<file path="config.mk">
export PLATFORM = sky130hd
export DESIGN_NAME = sac_cycle_ctrl
export DESIGN_NICKNAME = d
export VERILOG_FILES = /design/src/rtl/sac_pkg.sv /design/src/rtl/sac_write_decode.sv /design/src/rtl/sac_burst_addr.sv /design/src/rtl/sac_cycle_fsm.sv /design/src/rtl/sac_drive_gate.sv /design/src/rtl/sac_cycle_ctrl.sv
export SDC_FILE = /design/constraint.sdc
export NUM_CORES = 1
export LEC_CHECK = 0
export ABC_AREA = 1
export BUFFER_PORTS_ARGS = -buffer_cell sky130_fd_sc_hd__buf_2
export CAP_MARGIN = 0
export CORE_MARGIN = 2
export CORE_UTILIZATION = 31
export CTS_BUF_LIST = sky130_fd_sc_hd__clkbuf_4
export CTS_CLUSTER_SIZE = 25
export DETAILED_ROUTE_END_ITERATION = 8
export PLACE_DENSITY = 0.61
export SKIP_CTS_REPAIR_TIMING = 1
export SYNTH_ARGS = -nofsm -noshare
export SYNTH_HDL_FRONTEND = slang
export SYNTH_SLANG_ARGS = --single-unit
</file>
<file path="constraint.sdc">
create_clock -name clk -period 2.8 [get_ports clk]
set_input_delay 0.42 -clock clk [delete_from_list [all_inputs] [get_ports clk]]
set_output_delay 0.42 -clock clk [all_outputs]
set_load 0.01 [all_outputs]
</file>
<file path="src/rtl/sac_pkg.sv">
package sac_pkg;

   typedef enum logic [2:0] {
      OP_IDLE     = 3'd0,
      OP_RD_BEGIN = 3'd1,
      OP_WR_BEGIN = 3'd2,
      OP_RD_CONT  = 3'd3,
      OP_WR_CONT  = 3'd4,
      OP_RD_SUSP  = 3'd5,
      OP_WR_SUSP  = 3'd6
   } sac_op_e;

   function automatic logic op_is_read(input sac_op_e op);
      return (op == OP_RD_BEGIN) || (op == OP_RD_CONT) || (op == OP_RD_SUSP);
   endfunction

   function automatic logic op_is_write(input sac_op_e op);
      return (op == OP_WR_BEGIN) || (op == OP_WR_CONT) || (op == OP_WR_SUSP);
   endfunction

endpackage

</file>
<file path="src/rtl/sac_write_decode.sv">
module sac_write_decode #(
   parameter int LANES = 4
) (
   input  logic             gw_n,
   input  logic             bwe_n,
   input  logic [LANES-1:0] bw_n,
   output logic [LANES-1:0] lane_we,
   output logic             wr_hit
);

   if (LANES < 1) begin : g_bad_lanes
      $error("sac_write_decode: LANES must be at least 1");
   end

   // Global write overrides; otherwise each lane needs BWE and its own select.
   for (genvar i = 0; i < LANES; i++) begin : g_lane
      assign lane_we[i] = !gw_n || (!bwe_n && !bw_n[i]);
   end

   assign wr_hit = |lane_we;

endmodule

</file>
<file path="src/rtl/sac_burst_addr.sv">
module sac_burst_addr #(
   parameter int ADDR_W  = 17,
   parameter int BURST_W = 2
) (
   input  logic              clk,
   input  logic              rst_n,
   input  logic              load,
   input  logic              advance,
   input  logic [ADDR_W-1:0] addr_i,
   input  logic              order_i,
   output logic [ADDR_W-1:0] addr_o
);

   localparam int UPPER_W = ADDR_W - BURST_W;

   if (BURST_W < 1 || ADDR_W <= BURST_W) begin : g_bad_widths
      $error("sac_burst_addr: need 1 <= BURST_W < ADDR_W");
   end

   logic [ADDR_W-1:0]  base_q;
   logic [BURST_W-1:0] step_q;
   logic [BURST_W-1:0] low_w;

   always_ff @(posedge clk or negedge rst_n) begin
      if (!rst_n) begin
         base_q <= '0;
         step_q <= '0;
      end else if (load) begin
         base_q <= addr_i;
         step_q <= '0;
      end else if (advance) begin
         step_q <= step_q + 1'b1;
      end
   end

   always_comb begin
      if (order_i) low_w = base_q[BURST_W-1:0] ^ step_q;
      else         low_w = base_q[BURST_W-1:0] + step_q;
   end

   assign addr_o = {base_q[ADDR_W-1:BURST_W], low_w};

   a_r5_load_takes_address: assert property (@(posedge clk) disable iff (!rst_n)
      load |=> (addr_o == $past(addr_i)));

   a_r11_hold_keeps_address: assert property (@(posedge clk) disable iff (!rst_n)
      (!load && !advance) |=> (!$stable(order_i) || $stable(addr_o)));

   a_r12_step_low_bits_only: assert property (@(posedge clk) disable iff (!rst_n)
      (advance && !load) |=> ($stable(order_i) ->
         (addr_o[ADDR_W-1:BURST_W] == $past(addr_o[ADDR_W-1:BURST_W]) &&
          addr_o != $past(addr_o))));

   logic [UPPER_W-1:0] unused_upper;
   assign unused_upper = addr_o[ADDR_W-1:BURST_W];

endmodule

</file>
<file path="src/rtl/sac_cycle_fsm.sv">
module sac_cycle_fsm
   import sac_pkg::*;
#(
   parameter int LANES = 4
) (
   input  logic             clk,
   input  logic             rst_n,
   input  logic             ce1_n,
   input  logic             ce2,
   input  logic             ce3_n,
   input  logic             adsp_n,
   input  logic             adsc_n,
   input  logic             adv_n,
   input  logic             wr_hit,
   input  logic [LANES-1:0] lane_we,
   output sac_op_e          op_q,
   output logic [LANES-1:0] mask_q,
   output logic             lock_q,
   output logic             first_q,
   output logic             load,
   output logic             advance
);

   logic             sel;
   logic             p_take;
   logic             c_take;
   sac_op_e          op_d;
   logic [LANES-1:0] mask_d;
   logic             lock_d;

   assign sel    = !ce1_n && ce2 && !ce3_n;
   assign p_take = !adsp_n && !ce1_n;
   assign c_take = !adsc_n && !p_take;

   always_comb begin
      op_d    = OP_IDLE;
      mask_d  = '0;
      load    = 1'b0;
      advance = 1'b0;
      if (p_take) begin
         if (sel) begin
            op_d = OP_RD_BEGIN;
            load = 1'b1;
         end
      end else if (c_take) begin
         if (sel) begin
            load = 1'b1;
            if (wr_hit) begin
               op_d   = OP_WR_BEGIN;
               mask_d = lane_we;
            end else begin
               op_d = OP_RD_BEGIN;
            end
         end
      end else if (op_q != OP_IDLE) begin
         advance = !adv_n;
         if (wr_hit) begin
            op_d   = adv_n ? OP_WR_SUSP : OP_WR_CONT;
            mask_d = lane_we;
         end else begin
            op_d = adv_n ? OP_RD_SUSP : OP_RD_CONT;
         end
      end
   end

   always_comb begin
      if (op_d == OP_RD_BEGIN || op_d == OP_IDLE) lock_d = 1'b0;
      else if (op_is_write(op_d))                 lock_d = 1'b1;
      else                                        lock_d = lock_q;
   end

   always_ff @(posedge clk or negedge rst_n) begin
      if (!rst_n) begin
         op_q    <= OP_IDLE;
         mask_q  <= '0;
         lock_q  <= 1'b0;
         first_q <= 1'b0;
      end else begin
         op_q    <= op_d;
         mask_q  <= mask_d;
         lock_q  <= lock_d;
         first_q <= (op_d == OP_RD_BEGIN) && (op_q == OP_IDLE);
      end
   end

   a_r2_strobe_deselect: assert property (@(posedge clk) disable iff (!rst_n)
      ((!adsc_n || (!adsp_n && !ce1_n)) && (ce1_n || !ce2 || ce3_n)) |=> (op_q == OP_IDLE));

   a_r3_adsp_opens_read: assert property (@(posedge clk) disable iff (!rst_n)
      (!adsp_n && !ce1_n && ce2 && !ce3_n) |=> (op_q == OP_RD_BEGIN && mask_q == '0));

   a_r4_adsp_ignored_ce1_high: assert property (@(posedge clk) disable iff (!rst_n)
      (ce1_n && adsc_n && op_q != OP_IDLE) |=> (op_q != OP_IDLE && op_q != OP_RD_BEGIN));

   a_r5_adsc_write_begin: assert property (@(posedge clk) disable iff (!rst_n)
      (adsp_n && !adsc_n && !ce1_n && ce2 && !ce3_n && wr_hit) |=> (op_q == OP_WR_BEGIN));

   a_r6_write_has_mask: assert property (@(posedge clk) disable iff (!rst_n)
      op_is_write(op_q) |-> (mask_q != '0));

   a_r6_read_no_mask: assert property (@(posedge clk) disable iff (!rst_n)
      (op_is_read(op_q) || op_q == OP_IDLE) |-> (mask_q == '0));

   a_r14_idle_stays_idle: assert property (@(posedge clk) disable iff (!rst_n)
      (op_q == OP_IDLE && adsc_n && (adsp_n || ce1_n)) |=> (op_q == OP_IDLE));

endmodule

</file>
<file path="src/rtl/sac_drive_gate.sv">
module sac_drive_gate
   import sac_pkg::*;
(
   input  logic    clk,
   input  logic    rst_n,
   input  sac_op_e op,
   input  logic    lock,
   input  logic    first,
   input  logic    oe_n,
   output logic    drive_o
);

   assign drive_o = op_is_read(op) && !lock && !first && !oe_n;

   a_r8_no_drive_on_write: assert property (@(posedge clk) disable iff (!rst_n)
      op_is_write(op) |-> !drive_o);

   a_r9_locked_after_write: assert property (@(posedge clk) disable iff (!rst_n)
      (op_is_write($past(op)) && (op == OP_RD_CONT || op == OP_RD_SUSP)) |-> !drive_o);

   a_r10_first_read_masked: assert property (@(posedge clk) disable iff (!rst_n)
      ($past(op) == OP_IDLE && op == OP_RD_BEGIN) |-> !drive_o);

   a_r13_oe_high_releases: assert property (@(posedge clk) disable iff (!rst_n)
      oe_n |-> !drive_o);

endmodule

</file>
<file path="src/rtl/sac_cycle_ctrl.sv">
module sac_cycle_ctrl
   import sac_pkg::*;
#(
   parameter int ADDR_W  = 17,
   parameter int LANES   = 4,
   parameter int BURST_W = 2
) (
   input  logic              clk,
   input  logic              rst_n,
   input  logic              ce1_n,
   input  logic              ce2,
   input  logic              ce3_n,
   input  logic              adsp_n,
   input  logic              adsc_n,
   input  logic              adv_n,
   input  logic              gw_n,
   input  logic              bwe_n,
   input  logic [LANES-1:0]  bw_n,
   input  logic [ADDR_W-1:0] addr_i,
   input  logic              order_i,
   input  logic              oe_n,
   output logic [2:0]        cyc_op_o,
   output logic [LANES-1:0]  wr_mask_o,
   output logic [ADDR_W-1:0] addr_o,
   output logic              dq_drive_o
);

   logic [LANES-1:0] lane_we;
   logic             wr_hit;
   sac_op_e          op_q;
   logic             lock_q;
   logic             first_q;
   logic             load;
   logic             advance;

   sac_write_decode #(.LANES(LANES)) u_wdec (
      .gw_n    (gw_n),
      .bwe_n   (bwe_n),
      .bw_n    (bw_n),
      .lane_we (lane_we),
      .wr_hit  (wr_hit)
   );

   sac_cycle_fsm #(.LANES(LANES)) u_fsm (
      .clk     (clk),
      .rst_n   (rst_n),
      .ce1_n   (ce1_n),
      .ce2     (ce2),
      .ce3_n   (ce3_n),
      .adsp_n  (adsp_n),
      .adsc_n  (adsc_n),
      .adv_n   (adv_n),
      .wr_hit  (wr_hit),
      .lane_we (lane_we),
      .op_q    (op_q),
      .mask_q  (wr_mask_o),
      .lock_q  (lock_q),
      .first_q (first_q),
      .load    (load),
      .advance (advance)
   );

   sac_burst_addr #(.ADDR_W(ADDR_W), .BURST_W(BURST_W)) u_addr (
      .clk     (clk),
      .rst_n   (rst_n),
      .load    (load),
      .advance (advance),
      .addr_i  (addr_i),
      .order_i (order_i),
      .addr_o  (addr_o)
   );

   sac_drive_gate u_drive (
      .clk     (clk),
      .rst_n   (rst_n),
      .op      (op_q),
      .lock    (lock_q),
      .first   (first_q),
      .oe_n    (oe_n),
      .drive_o (dq_drive_o)
   );

   assign cyc_op_o = op_q;

   a_r1_reset_quiet: assert property (@(posedge clk)
      !rst_n |-> (cyc_op_o == 3'd0 && wr_mask_o == '0 && !dq_drive_o));

endmodule

</file>
==> results of run 1 <==
[layout make-up]
type | instances | share of cell area (%)
Sequential cell | 28 | 44.0
Multi-Input combinational cell | 96 | 28.1
Timing Repair Buffer | 58 | 18.4
Tap cell | 52 | 4.08
Inverter | 16 | 3.77
Clock buffer | 3 | 1.41
Clock inverter | 1 | 0.236
[flip-flops by register name, summed over array words and instances (netlist names)]
name and cells:
u_addr.base_q 17, u_fsm.mask_q 4, u_fsm.op_q 3, u_addr.step_q 2, u_fsm.first_q 1, u_fsm.lock_q 1
[worst max-delay path, cell delays in order, from the launching register on]
cell	delay, ns
dfrtp_1	0.45
ha_1	0.17
inv_1	0.03
nor2_1	0.10
xor2_1	0.15
inv_1	0.04
buf_2	0.13
[per-layer routing]
metal | track usage, % | vias up | routed length, µm
li1 | - | 552 | -
met1 | 13.3 | 468 | 1100
met2 | 18.0 | 33 | 1170
met3 | 1.88 | 2 | 128
met4 | 5.13 | 0 | 16
met5 | 0 | - | 0
[path summary, 6_finish.rpt]
kind	startpoint	cells after the start	slack, ns	to
max in group asynchronous	rst_n	1	2.34	u_addr.base_q[16]$_DFFE_PN0P_
min reg2reg	u_addr.base_q[7]$_DFFE_PN0P_	2	0.49	u_addr.base_q[7]$_DFFE_PN0P_
min in group clk	addr_i[12]	3	0.27	u_addr.base_q[12]$_DFFE_PN0P_
max reg2reg	u_fsm.op_q[2]$_DFF_PN0_	9	1.65	u_fsm.lock_q$_DFFE_PN0P_
min	rst_n	1	0.07	u_addr.base_q[5]$_DFFE_PN0P_
max	u_addr.step_q[0]$_DFFE_PN0P_	6	0.99	addr_o[1]
[through the flow]
| stage | setup WS [ns] | utilization (%) | std cells |
|---|---|---|---|
| after floorplan | 1.26 | - | 158 |
| after global placement | 1.19 | 36.7 | 250 |
| after detailed placement | 1.20 | 36.7 | 250 |
| after CTS | 0.949 | 37.4 | 254 |
| after global routing | 0.846 | 37.4 | 254 |
| final | 0.986 | 37.4 | 254 |
[kinds of logic (layout without fill, tap and decap cells)]
kind of cell	Yosys count	after routing
simple gates	81	81
fa+ha+maj	2	2
flops	28	28
xor+xnor	2	2
buf+inv	34	78
compound gates	11	11
[synthesized netlist by cell type (2+ instances only)]
cell and instances:
buf_6 2, nand2_1 63, inv_1 14, ha_1 2, nor2_2 5, o21ai_0 2, nand2_2 2, a21oi_1 6
dfrtp_1 28, inv_2 2, nand3_1 3, buf_4 16, nor2_1 4
[power groups by stage]
stage                     sequential [mW]  combinational (mW)  clock [mW]
after global placement              0.501               0.219           0
final                               0.493               0.216       0.171
after floorplan                     0.500               0.179           0
after CTS                           0.494               0.222       0.183
after detailed placement            0.503               0.221           0
after global routing                0.503               0.249       0.193
==> summary.md, run 1 <==
| Metric | Value |
|---|---|
| P_leak | `0.981 nW` |
| Nets@finish | `238` |
| Max Cap Violations | `0` |
| Required @ worst endpoint | `2.38 ns` |
| Detailed-route wire length | `2410 µm` |
| Slew margin rel. | `60.0%` |
| Antenna-violating nets left | `0` |
| Multiplexer share of the synthesized area | `0%` |
| Post-DP Area | `0.00157 mm²` |
| Clk buf depth | `2` |
| Worst setup EP type | `output port` |
| Sequential power share | `56.1%` |
| Num ports | `58` |
| Vias per inst | `4.15` |
| Port bufs | `57` |
| Most frequent cells in the layout | `nand2_1 (63), buf_2 (57), dfrtp_1 (28)` |
| Total gr overflow | `0` |
| Finished Cell Area | `0.00159 mm²` |
| Num CTS Buffers | `3` |
| Footprint of the multi-input gates | `448 µm²` |
| Share of the synthesized area in the top cell type | `51.9%` |
| Largest cells by area after synthesis | `dfrtp_1 (52%), nand2_1 (18%), buf_4 (8.9%)` |
| DPL Wire Length | `1880 µm` |
| Worst Hold Class | `input pin to asynchronous set/reset pin` |
| RePlAce Congestion | `0.706` |
| Drt first pass iters | `4` |
| Cell Int Power | `0.612 mW` |
| Net Sw Frac | `30.5%` |
| DR vias | `1055` |
| Die Y | `70.0 µm` |
| Final setup viols | `0` |
| Tcrit/Tclk final | `64.8%` |
| Initial antenna violation count | `0` |
| H-tree lvl count | `1` |
| Post-synthesis adder-cell area fraction | `1.85%` |
| Number of synthesized register bits | `28` |
| Cells after Synth | `158` |
| Root Driver | `clkbuf_4` |
| Die Area | `0.00490 mm²` |
| Remaining DRCs | `0` |
| Skew-Pair Late Insertion Delay | `0.33 ns` |
| Status | `finished clean` |
| Largest family of logic cells by synthesized area | `simple AND/OR/NAND/NOR gates` |
| CTS tree | `yes` |
| Row cnt | `24` |
| Starting DRT DRC Count | `17` |
| Setup Crit Path Kind | `register to output port` |
| Largest net degree at the start of global routing | `29` |
| First-pass GRT wire length | `4160 µm` |
| Filler instances | `473` |
| Crit path launch type | `register` |
| Syn_area_per_cell | `8.55 µm²` |
| CP max FO | `5` |
| Largest area contributor in the synthesized netlist | `dfrtp_1` |
| RSZ-0062 raised after global routing | `no` |
| Sequential fraction of the synthesis area | `51.9%` |
| Max Slew Vio Count | `0` |
| Synth Flop Type | `dfrtp_1` |
| CTS Sinks | `28` |
| Max Fclk | `551 MHz` |
| Most common cell after layout, fill and taps aside | `nand2_1` |
| Synthesized area | `0.00135 mm²` |
| Post-synth EDFFs | `0` |
| Combinational power share | `24.5%` |
| Clock skew | `0.00139 ns` |
| Core ar. | `0.00426 mm²` |
| Synth Area in Simple Gates | `25.4%` |
| Endpoints failing hold | `0` |
| Antenna cells | `0` |
| Initial Utilization | `31.7%` |
| Minimum clock period | `1.81 ns` |
| Clock slew at reported path FFs | `0.15 ns` |
| Clock network power share | `19.4%` |
| P_sw | `0.269 mW` |
| Ys Warns | `0` |
| Xor-xnor portion of the synthesized cell area | `1.30%` |
| Post-synthesis cell type count | `22` |
| Die width | `70.0 µm` |
| P&R area growth vs syn | `17.9%` |
| WHS | `0.0733 ns` |
| VDD IR-drop max | `0.136 mV` |
| Compound-gate portion of the synthesized area | `4.63%` |
| Tot Pwr | `0.880 mW` |
| Slew @ Worst Pin | `0.600 ns` |
| Total track usage | `10.7%` |
| Async S/R FF share, synth | `100%` |
| TNS Setup | `0 ns` |
| DR WL/cell | `9.49 µm` |
| Syn nets | `193` |
| Pwr/cell area | `553 mW/mm²` |
| Vias in the first global route | `976` |
| CP arrival | `1.39 ns` |
| FF+latch area | `701 µm²` |
| Share of cells above drive strength 1 | `36.1%` |
Power figures use the tool's default switching activity.
==> inputs of run 2 (changes only) <==
- clock period: 2.8 -> 1.9 ns (I/O delays scaled with it)
==> summary.md, run 2 (synthesis gave the netlist of run 1 again) <==
| Metric | Value |
|---|---|
| CP max FO | `5 (unchanged)` |
| Slew @ Worst Pin | `0.601 ns (+0.00123 ns)` |
| Worst Hold Class | `input pin to register` |
| Endpoints failing hold | `0 (unchanged)` |
| Max FFs per register | `17 (unchanged)` |
| WHS | `0.129 ns (+0.0560 ns)` |
| Initial Utilization | `31.7% (unchanged)` |
| Total gr overflow | `0 (unchanged)` |
| P_leak | `0.989 nW (+0.86%)` |
| RePlAce Congestion | `0.705 (about the same)` |
| Setup Crit Path Kind | `register to output port` |
| Required @ worst endpoint | `1.62 ns (-0.76 ns)` |
| Most frequent cells in the layout | `nand2_1 (63), buf_2 (57), dfrtp_1 (28)` |
| Port bufs | `57 (unchanged)` |
| Pwr/cell area | `805 mW/mm² (+46%)` |
| Max Cap Violations | `0 (unchanged)` |
| Initial antenna violation count | `0 (unchanged)` |
| Slew margin rel. | `59.9% (-0.082 points)` |
| Drt first pass iters | `4 (unchanged)` |
| Clk buf depth | `2 (unchanged)` |
| Worst setup EP type | `output port` |
| Share of cells above drive strength 1 | `36.3% (+0.14 points)` |
| Vias per inst | `4.16 (+0.16%)` |
| Nets@finish | `240 (+0.84%)` |
| Antenna cells | `0 (unchanged)` |
| Final Util | `37.8% (+0.41 points)` |
| Final setup viols | `0 (unchanged)` |
| Crit path launch type | `register` |
| GRT met2 Usage | `18.9% (+0.95 points)` |
| Detailed-route wire length | `2460 µm (+2.1%)` |
| Core ar. | `0.00426 mm² (unchanged)` |
| Starting DRT DRC Count | `25 (+8)` |
| First-pass GRT wire length | `4290 µm (+3.1%)` |
| H-tree lvl count | `1 (unchanged)` |
| Filler instances | `482 (+1.9%)` |
| DR WL/cell | `9.62 µm (+1.3%)` |
| Clock skew | `0.00611 ns (+0.00472 ns)` |
| Gr busiest metal | `met2` |
| Max Slew Vio Count | `0 (unchanged)` |
| TNS Setup | `0 ns (unchanged)` |
| Max Fclk | `598 MHz` |
| Total track usage | `11.0% (+0.34 points)` |
| Status | `finished clean` |
| Tcrit/Tclk final | `88.1%` |
| CP arrival | `1.39 ns (about the same)` |
| Tot Pwr | `1.30 mW (+47%)` |
| Num ports | `58 (unchanged)` |
| Die Area | `0.00490 mm² (unchanged)` |
| Die Y | `70.0 µm (unchanged)` |
| Top flop regs | `u_addr.base_q: 17 flops, u_fsm.mask_q: 4 flops, u_fsm.op_q: 3 flops` |
| Num CTS Buffers | `3 (unchanged)` |
| Remaining DRCs | `0 (unchanged)` |
| Vias in the first global route | `1034 (+5.9%)` |
| CTS tree | `yes` |
| Antenna-violating nets left | `0 (unchanged)` |
| Largest net degree at the start of global routing | `29 (unchanged)` |
| DR vias | `1065 (+0.95%)` |
| Skew-Pair Late Insertion Delay | `0.33 ns (about the same)` |
| RSZ-0062 raised after global routing | `no` |
| Met1 usage | `13.2% (-0.080 points)` |
| VDD IR-drop max | `0.218 mV (+61%)` |
| Row cnt | `24 (unchanged)` |
| Root Driver | `clkbuf_4` |
| Met3 Usage GRT | `1.88% (unchanged)` |
| Most common cell after layout, fill and taps aside | `nand2_1` |
| Clock slew at reported path FFs | `0.15 ns (about the same)` |
| DPL Wire Length | `1940 µm (+2.9%)` |
| CTS Sinks | `28 (unchanged)` |
| Die width | `70.0 µm (unchanged)` |
| Minimum clock period | `1.67 ns` |
| P&R area growth vs syn | `19.2%` |
| Register bank with the most flops | `u_addr.base_q` |
[run 2: cell types whose count changed in the layout (fill, tap and decap cells not counted), sizes merged]
cell         change
buf              +1
dlygate4sd3      +1
[run 2: routing by layer]
layer	up-vias	routed length [µm]
met4	0	30
met1	471	1150
li1	557	-
met5	-	0
met3	3	117
met2	34	1160
[run 2: final timing paths]
check,from,end,slack (ns),cells past startpoint
max in group asynchronous,rst_n,u_fsm.mask_q[0]$_DFF_PN0_,1.03,2
worst min-delay path,addr_i[14],u_addr.base_q[14]$_DFFE_PN0P_,0.13,3
min in group asynchronous,rst_n,u_addr.base_q[12]$_DFFE_PN0P_,0.47,2
worst min register to register,u_addr.base_q[12]$_DFFE_PN0P_,u_addr.base_q[12]$_DFFE_PN0P_,0.49,2
worst max-delay path,u_addr.step_q[0]$_DFFE_PN0P_,addr_o[1],0.23,6
worst max register to register,u_fsm.op_q[2]$_DFF_PN0_,u_fsm.lock_q$_DFFE_PN0P_,0.74,9
[run 2: stage by stage]
step	instances	cell area [µm²]	setup slack [ns]
2_1_floorplan	158	1350	0.499
3_3_place_gp	251	1570	0.463
3_5_place_dp	251	1570	0.409
4_1_cts	255	1600	0.187
5_1_grt	256	1610	0.00163
6_report	256	1610	0.227
[run 2: layout make-up]
type / instances / area (µm²) / area share, %
flip-flops and latches: 28 / 701 / 43.5
multi-input cells: 96 / 448 / 27.8
repair buffers: 60 / 310 / 19.3
well taps: 52 / 65.1 / 4.04
inverters: 16 / 60.1 / 3.73
clock buffers: 3 / 22.5 / 1.40
clock inverters: 1 / 3.75 / 0.233
[run 2: worst max-delay path, stage by stage, from the launching register on]
cell	delay (ns)
dfrtp_1	0.46
ha_1	0.21
inv_1	0.05
nor2_1	0.04
xor2_1	0.14
inv_1	0.05
buf_2	0.12
[run 2: where the power goes]
part	switching (mW)	internal, mW
Clock	0.171	0.0772
Sequential	0.0461	0.681
Combinational	0.175	0.145
Total	0.393	0.904
